<file path="src/rtl/ctx_pkg.sv">
package ctx_pkg;

    localparam int REG_W = 64;
    localparam int POS_W = 8;

    typedef enum logic [2:0] {
        CAUSE_REFILL   = 3'd0,
        CAUSE_INVALID  = 3'd1,
        CAUSE_MODIFIED = 3'd2,
        CAUSE_ADDR_ERR = 3'd3
    } cause_e;

    // Ones in every bit position below n.
    function automatic logic [REG_W-1:0] low_ones(input logic [POS_W-1:0] n);
        logic [REG_W-1:0] r;
        if (n >= POS_W'(REG_W)) r = '1;
        else r = (REG_W'(1) << n) - REG_W'(1);
        return r;
    endfunction

endpackage

</file>
<file path="src/rtl/ctx_mask_decode.sv">
module ctx_mask_decode
    import ctx_pkg::*;
#(
    parameter int WIDTH = REG_W
) (
    input  logic [WIDTH-1:0] mask,
    output logic [POS_W-1:0] top_x,
    output logic [POS_W-1:0] bot_y
);
    // top_x is one above the highest set bit; bot_y is the lowest set bit.
    always_comb begin
        top_x = '0;
        bot_y = '0;
        for (int i = 0; i < WIDTH; i++) begin
            if (mask[i]) top_x = POS_W'(i + 1);
        end
        for (int i = WIDTH - 1; i >= 0; i--) begin
            if (mask[i]) bot_y = POS_W'(i);
        end
    end
endmodule

</file>
<file path="src/rtl/ctx_field_pack.sv">
module ctx_field_pack
    import ctx_pkg::*;
#(
    parameter int SEGBITS     = 40,
    parameter bit COMPAT_ONLY = 1'b0
) (
    input  logic [REG_W-1:0] vaddr,
    input  logic [POS_W-1:0] top_x,
    input  logic [POS_W-1:0] bot_y,
    output logic [REG_W-1:0] base_m,
    output logic [REG_W-1:0] region_m,
    output logic [REG_W-1:0] vpn_m,
    output logic [REG_W-1:0] region_v,
    output logic [REG_W-1:0] vpn_v
);
    localparam logic [POS_W-1:0] SEG_P = POS_W'(SEGBITS);

    logic [POS_W-1:0] win_w;
    logic [POS_W-1:0] shamt;
    logic [1:0]       rcode;

    generate
        if (COMPAT_ONLY) begin : g_rcompat
            assign rcode = {vaddr[REG_W-1], vaddr[REG_W-1]};
        end else begin : g_rfull
            assign rcode = vaddr[REG_W-1:REG_W-2];
        end
    endgenerate

    always_comb begin
        win_w    = top_x - bot_y;
        shamt    = (win_w <= SEG_P) ? (SEG_P - win_w) : '0;
        base_m   = ~low_ones(top_x + POS_W'(2));
        region_m = low_ones(top_x + POS_W'(2)) & ~low_ones(top_x);
        vpn_m    = low_ones(top_x) & ~low_ones(bot_y);
        region_v = {{(REG_W-2){1'b0}}, rcode} << top_x;
        vpn_v    = (((vaddr & low_ones(SEG_P)) >> shamt) & low_ones(win_w)) << bot_y;
    end
endmodule

</file>
<file path="src/rtl/ctx_pointer_reg.sv">
module ctx_pointer_reg
    import ctx_pkg::*;
#(
    parameter int SEGBITS     = 40,
    parameter bit COMPAT_ONLY = 1'b0
) (
    input  logic             clk,
    input  logic             rst_n,
    input  logic             sw_we,
    input  logic [63:0]      sw_wdata,
    input  logic             exc_valid,
    input  logic [2:0]       exc_cause,
    input  logic [63:0]      exc_vaddr,
    input  logic             layout_var,
    input  logic [63:0]      cfg_mask,
    output logic [63:0]      ctx_q
);
    localparam logic [POS_W-1:0] FIX_X = POS_W'(SEGBITS - 9);
    localparam logic [POS_W-1:0] FIX_Y = POS_W'(4);
    localparam logic [REG_W-1:0] FIX_MASK = low_ones(FIX_X) & ~low_ones(FIX_Y);

    logic [REG_W-1:0] eff_mask;
    logic [POS_W-1:0] top_x, bot_y;
    logic [REG_W-1:0] base_m, region_m, vpn_m, region_v, vpn_v;
    logic             hw_upd;
    logic [REG_W-1:0] ctx_n;

    assign eff_mask = layout_var ? cfg_mask : FIX_MASK;

    ctx_mask_decode #(.WIDTH(REG_W)) u_dec (
        .mask  (eff_mask),
        .top_x (top_x),
        .bot_y (bot_y)
    );

    ctx_field_pack #(.SEGBITS(SEGBITS), .COMPAT_ONLY(COMPAT_ONLY)) u_pack (
        .vaddr    (exc_vaddr),
        .top_x    (top_x),
        .bot_y    (bot_y),
        .base_m   (base_m),
        .region_m (region_m),
        .vpn_m    (vpn_m),
        .region_v (region_v),
        .vpn_v    (vpn_v)
    );

    always_comb begin
        hw_upd = 1'b0;
        if (exc_valid) begin
            unique case (exc_cause)
                CAUSE_REFILL, CAUSE_INVALID, CAUSE_MODIFIED: hw_upd = 1'b1;
                default:                                     hw_upd = 1'b0;
            endcase
        end
    end

    always_comb begin
        ctx_n = ctx_q;
        if (sw_we) ctx_n = (ctx_n & ~base_m) | (sw_wdata & base_m);
        if (hw_upd) ctx_n = (ctx_n & ~(region_m | vpn_m)) | region_v | vpn_v;
        if (sw_we || hw_upd) ctx_n = ctx_n & (base_m | region_m | vpn_m);
    end

    always_ff @(posedge clk) begin
        if (!rst_n) ctx_q <= '0;
        else        ctx_q <= ctx_n;
    end

    logic qual_exc;
    assign qual_exc = exc_valid && (exc_cause <= 3'd2);

    assert_hold_idle_R11: assert property (@(posedge clk) disable iff (!rst_n)
        (!sw_we && !qual_exc) |=> $stable(ctx_q));

    assert_addr_err_R8: assert property (@(posedge clk) disable iff (!rst_n)
        (!sw_we && exc_valid && exc_cause == 3'd3) |=> $stable(ctx_q));

    assert_fixed_vpn_R2: assert property (@(posedge clk) disable iff (!rst_n)
        (!layout_var && qual_exc) |=>
            ctx_q[SEGBITS-10:4] == $past(exc_vaddr[SEGBITS-1:13]));

    assert_fixed_low_zero_R5: assert property (@(posedge clk) disable iff (!rst_n)
        (!layout_var && (sw_we || qual_exc)) |=> ctx_q[3:0] == 4'd0);

    assert_fixed_base_R4: assert property (@(posedge clk) disable iff (!rst_n)
        (!layout_var && sw_we) |=>
            ctx_q[63:SEGBITS-7] == $past(sw_wdata[63:SEGBITS-7]));

    assert_fixed_keep_hw_R4: assert property (@(posedge clk) disable iff (!rst_n)
        (!layout_var && sw_we && !qual_exc) |=>
            ctx_q[SEGBITS-8:4] == $past(ctx_q[SEGBITS-8:4]));

    generate
        if (!COMPAT_ONLY) begin : g_chk_region
            assert_fixed_region_R3: assert property (@(posedge clk) disable iff (!rst_n)
                (!layout_var && qual_exc) |=>
                    ctx_q[SEGBITS-8:SEGBITS-9] == $past(exc_vaddr[63:62]));
        end else begin : g_chk_compat
            assert_compat_region_R10: assert property (@(posedge clk) disable iff (!rst_n)
                (!layout_var && qual_exc) |=>
                    ctx_q[SEGBITS-8] == ctx_q[SEGBITS-9]);
        end
    endgenerate
endmodule

</file>
<file path="config.mk">
export PLATFORM = sky130hd
export DESIGN_NAME = ctx_pointer_reg
export DESIGN_NICKNAME = d
export VERILOG_FILES = /design/src/rtl/ctx_pkg.sv /design/src/rtl/ctx_mask_decode.sv /design/src/rtl/ctx_field_pack.sv /design/src/rtl/ctx_pointer_reg.sv
export SDC_FILE = /design/constraint.sdc
export NUM_CORES = 1
export LEC_CHECK = 0
export BUFFER_PORTS_ARGS = -buffer_cell sky130_fd_sc_hd__buf_2
export CAP_MARGIN = 20
export CORE_UTILIZATION = 30
export CTS_BUF_LIST = sky130_fd_sc_hd__clkbuf_4 sky130_fd_sc_hd__clkbuf_8 sky130_fd_sc_hd__clkbuf_16
export CTS_CLUSTER_SIZE = 24
export DETAILED_ROUTE_END_ITERATION = 12
export GPL_TIMING_DRIVEN = 0
export HOLD_SLACK_MARGIN = 0.08
export PLACE_DENSITY = 0.55
export SLEW_MARGIN = 25
export SYNTH_ARGS = -nofsm -noshare
export SYNTH_HDL_FRONTEND = slang
export SYNTH_HIERARCHICAL = 1
export SYNTH_SLANG_ARGS = --single-unit
</file>
<file path="constraint.sdc">
create_clock -name clk -period 8.25 [get_ports clk]
set_clock_uncertainty 0.1 [all_clocks]
set_input_delay 0.4125 -clock clk [delete_from_list [all_inputs] [get_ports clk]]
set_output_delay 0.4125 -clock clk [all_outputs]
set_load 0.02 [all_outputs]
</file>
==> flow_summary.toml, run 1 <==
[logic_synthesis]
synth_ff_type = "dfxtp_1"
synth_cells = 3324
syn_area_sq_um = 21400
synth-async-reset-ratio = 0
synth_edf_count = 0
syn_area_per_cell_sq_um = 6.43
synth_cell_types = 118
synth-seq-cells = 64
ys_seq_area_frac = 0.0599
ys_warn_count = 6

[setup_path]
crit_cells = 27
end_kind = "register"
r2r_end = "ctx_q[3]"
r2r_cells = 3
cpMaxStageDelayCell = "nor2_1"
r2r-start = "ctx_q[3]"
crit_arrival_ns = 8.34
cp.required_ns = 8.37
crit_buf_inv = 6
crit_family = "compound AO/OA/AOI/OAI gates"
cp_max_fo = 10
max_stage_delay_ns = 0.91
crit_start = "layout_var"
r2r_slack_ns = 7.10
start_kind = "input port"
worstSetupEndpoint = "ctx_q[50]"
crit_type = "input port to register"

[global_route]
grt_pass1_wl_um = 213000
grt_usage = 0.404
grt_pass1_vias = 29736
grt_antenna_before_repair = 5
gr-total-overflow = 0
grt_max_degree = 13

[status]
status = "finished clean"

[place]
placed_cells = 4508
io_buffer_count = 239
routabilityCongestion = 1.07
dpl.hpwl_um = 119000

[finish]
mostFrequentLayoutCells = "nor2_1 (466), nand2_1 (315), buf_2 (279)"
final_util = 0.403
area_growth_pct = 32.4
final_cells = 4656
regMostFlops = "ctx_q"
drive_gt1_frac = 0.296
largest_reg_flops = 64
layout_commonest_cell = "nor2_1"
fin_nets = 3924
largest_registers = "ctx_q (64)"

[routing]
drtPass1Iterations = 6
drt-total-wl_um = 152000
ant_nets = 0
vias_per_cell = 6.82
wl_per_cell_um = 32.6
drc_errors = 0
first_iter_violations = 4463
vias = 31751

[floorplan]
io_pins = 264
core_area_sq_um = 70300
die_h_um = 269
rows = 97
fp.dieW_um = 269
initial_core_util = 0.304
die-area_sq_um = 72300

[clock_tree]
cts_sinks = 64
htree_levels = 3
postCtsHoldBufs = 0
insertion_delay_ns = 0.37
cts_made_buffers = 9
clock_path_buffers = 2
cts_tree = "built"
path_clk_slew_ns = 0.06
cts-root-buf = "clkbuf_16"

[power_and_ir_drop]
peakVddDrop_mv = 0.102
p_per_area_nw_per_um2 = 170
p_leak_nw = 9.94

[sta]
hold_ws_ns = 0.452
worst_pin_slew_ns = 1.19
period_share = 0.997
max_freq_mhz = 122
finalHoldViolCount = 0
timing.final.crit_period_ns = 8.23
finalSetupTns_ns = 0
setup_viol_count_final = 0
slew_violations = 0
max-slew-margin-rel = 0.187

[run]
maxCapViolations = 0

[worst_hold_path]
min_path_type = "input port to register"
hp-start = "sw_wdata[38]"
-- area by class of cell --
class / count / area (sq um)
Sequential cell: 64 / 1280
Antenna cell: 3 / 7.51
Buffer: 248 / 1530
Fill cell: 7547 / 42000
Clock inverter: 5 / 81.3
Tap cell: 940 / 1180
Timing Repair Buffer: 385 / 2370
Inverter: 58 / 233
Clock buffer: 10 / 239
Multi-Input combinational cell: 2943 / 21400
-- layer usage --
layer / vias to the layer above / GRT usage / part of all wire
met4: 4 / 0.375 / 0.11
met1: 15016 / 0.459 / 0.36
met2: 2386 / 0.641 / 0.44
met5: - / 0 / 0.00019
li1: 13552 / - / -
met3: 793 / 0.0760 / 0.091
-- tightest hold or removal path: stages --
cell,delay (ns)
buf_2,0.09
and3_1,0.16
o32ai_2,0.13
a221oi_2,0.07
-- cell families (layout without fill, tap and decap cells) --
family          Yosys count  in the layout  synth area share
buf+inv                 319            706            0.0675
mux                     112            112            0.0653
fa+ha+maj                15             15           0.00913
xor+xnor                 66             66            0.0281
flops                    64             64            0.0599
other cells               1              6          0.000175
simple gates           1589           1589             0.353
compound gates         1158           1158             0.417
-- worst min-delay path by stage --
stage                 to  slack [ns]  cells after the start
5_1_grt        ctx_q[45]        0.47                      4
2_1_floorplan  ctx_q[41]        0.52                      2
6_report       ctx_q[38]        0.45                      4
3_5_place_dp   ctx_q[16]        0.56                      3
3_3_place_gp   ctx_q[25]        0.55                      3
4_1_cts        ctx_q[41]        0.44                      4
-- per-stage QoR --
step | setup slack (ns) | cell area [sq um] | power, mW
2_1_floorplan | 0.0372 | 21400 | 2.21
3_3_place_gp | -3.98 | 23800 | 3.38
3_5_place_dp | -3.71 | 23900 | 3.35
4_1_cts | 0.00799 | 26800 | 4.31
5_1_grt | -0.140 | 28300 | 4.92
6_report | 0.0241 | 28300 | 4.81
-- Yosys cell counts (60+ instances only) --
master    number  area [sq um]
a21oi_1      206          1030
a221oi_2      60           901
and2_1        63           394
and3_1        93           582
clkbuf_1     149           559
dfxtp_1       64          1280
mux2i_1       72           721
nand2_1      341          1280
nand3_1      135           676
nor2_1       493          1850
nor3_1       214          1070
o211ai_1     105           788
o21ai_0      156           781
-- repair_timing --
item,CTS,global route
buffers inserted,78,65
gates resized for setup,441,267
setup endpoints to repair,64,62
pin swaps,88,98
-- power by group --
group / switching [mW] / internal [mW] / total [mW]
clock network: 0.178 / 0.271 / 0.449
logic: 2.70 / 1.32 / 4.03
registers: 0.00638 / 0.321 / 0.327
total: 2.89 / 1.92 / 4.81
(Power assumes the default switching activity.)
==> run 2: changes to the inputs <==
==> constraint.sdc (replaced) <==
create_clock -name clk -period 8.25 [get_ports clk]
set_clock_uncertainty 0.1 [all_clocks]
set_input_delay 1.2375 -clock clk [delete_from_list [all_inputs] [get_ports clk]]
set_output_delay 1.2375 -clock clk [all_outputs]
set_load 0.02 [all_outputs]
==> flow_summary.toml, run 2 (same netlist as run 1, synthesis figures left out) <==
[status]
status = "complete, but fails checks"
violations = "negative setup slack"

[global_route]
grt_max_degree = 13
grt_pass1_vias = 31412
grt_pass1_wl_um = 228000
grt_usage = 0.437
gr-total-overflow = 0
grt_antenna_before_repair = 7

[power_and_ir_drop]
peakVddDrop_mv = 0.132
p_total_mw = 5.63
p_per_area_nw_per_um2 = 174
p_leak_nw = 11.8

[setup_path]
cpMaxStageDelayCell = "a222oi_1"
r2r_slack_ns = 7.10
end_kind = "register"
r2r_end = "ctx_q[53]"
crit_start = "layout_var"
r2r_cells = 3
crit_arrival_ns = 9.06
start_kind = "input port"
crit_type = "input port to register"
crit_top_cell = "buf_6"
cp.required_ns = 8.37
r2r-start = "ctx_q[53]"
max_stage_delay_ns = 0.68
cp_max_fo = 10

[finish]
area_growth_pct = 51.2
largest_reg_flops = 64
drive_gt1_frac = 0.384
fin_nets = 4157
mostFrequentLayoutCells = "nor2_1 (445), buf_4 (308), nand2_1 (295)"
fillers = 7206
regMostFlops = "ctx_q"
largest_registers = "ctx_q (64)"
final_cells = 4890
layout_commonest_cell = "nor2_1"
final_util = 0.460

[worst_hold_path]
min_path_type = "register to register"
min_to = "ctx_q[16]"
hp-start = "ctx_q[16]"
hold_depth = 3

[sta]
setup_viol_count_final = 58
rsz0062_at_grt = "true"
finalSetupTns_ns = -24.90
slew_violations = 0
period_share = 1.08
timing.final.crit_period_ns = 8.94
max-slew-margin-rel = 0.133
worst_pin_slew_ns = 1.30
finalHoldViolCount = 0
max_freq_mhz = 112
setup_slack_ns = -0.692

[floorplan]
fp.dieW_um = 269
initial_core_util = 0.304
die-area_sq_um = 72300
die_h_um = 269
io_pins = 264
rows = 97
core_area_sq_um = 70300

[routing]
drt-total-wl_um = 166000
wl_per_cell_um = 33.8
vias = 33470
ant_nets = 0
vias_per_cell = 6.84
first_iter_violations = 4456
drtPass1Iterations = 6
drc_errors = 0

[clock_tree]
htree_levels = 3
clock_path_buffers = 2
insertion_delay_ns = 0.37
cts_sinks = 64
cts_made_buffers = 9
cts-root-buf = "clkbuf_16"
path_clk_slew_ns = 0.06
cts_tree = "built"

[place]
dpl.hpwl_um = 126000
routabilityCongestion = 1.07
io_buffer_count = 239
place_ws_ns = -4.09
placed_cells = 4509

[run]
maxCapViolations = 0
==> run 2: cell types whose count changed in the layout (fill, tap and decap cells not counted), sizes merged <==
cell,before,now
buf,497,731
bufinv,2,1
clkbuf,146,144
clkinv,4,5
inv,54,55
o21ai,177,178
==> run 2: timing repair <==
item,in CTS,in global routing
buffers inserted,233,146
hold buffers,0,0
resized for setup,726,331
cloned,6,4
pin swaps,222,227
setup endpoints to repair,64,64
==> run 2: how the worst max path moves through the flow <==
| stage | end |
|---|---|
| 3_5_place_dp | ctx_q[25] |
| 2_1_floorplan | ctx_q[33] |
| 4_1_cts | ctx_q[17] |
| 6_report | ctx_q[17] |
| 3_3_place_gp | ctx_q[52] |
| 5_1_grt | ctx_q[41] |
==> run 2: stage by stage <==
stage	hold WS, ns	area [sq um]
finish	0.559	32300
global placement	0.552	24100
CTS	0.559	29800
detailed placement	0.551	24200
floorplan	0.623	21700
global route	0.589	32300
==> run 2: final cells by class <==
type	count	area, sq um	area share
sequential	64	1280	0.0396
tap	940	1180	0.0364
buffer	242	1750	0.0542
inverter	58	251	0.00778
antenna	3	7.51	0.000232
multi-input combinational	2944	22800	0.707
clock buffer	10	239	0.00739
timing repair buffer	623	4710	0.146
clock inverter	6	67.6	0.00209
==> run 2: worst max-delay path, delay by kind of cell <==
kind	cells	cell delay (ns)
adders and majority gates	1	0.18
xor gates and xnor gates	1	0.25
muxes	1	0.55
AOI/OAI and AO/OA	15	4.03
and+or+nand+nor	7	1.14
buffers and inverters	11	1.64
==> run 2: power breakdown <==
group | internal, mW | switching (mW) | total (mW)
logic | 1.84 | 3.03 | 4.87
registers | 0.321 | 0.00628 | 0.327
clock network | 0.243 | 0.184 | 0.428
==> run 2: layer usage <==
metal,share of wire,vias to the layer above,GRT usage
met4,0.12,6,0.433
met5,0.00027,-,0
met2,0.44,2543,0.699
met1,0.35,15944,0.477
li1,-,14057,-
met3,0.088,920,0.0865
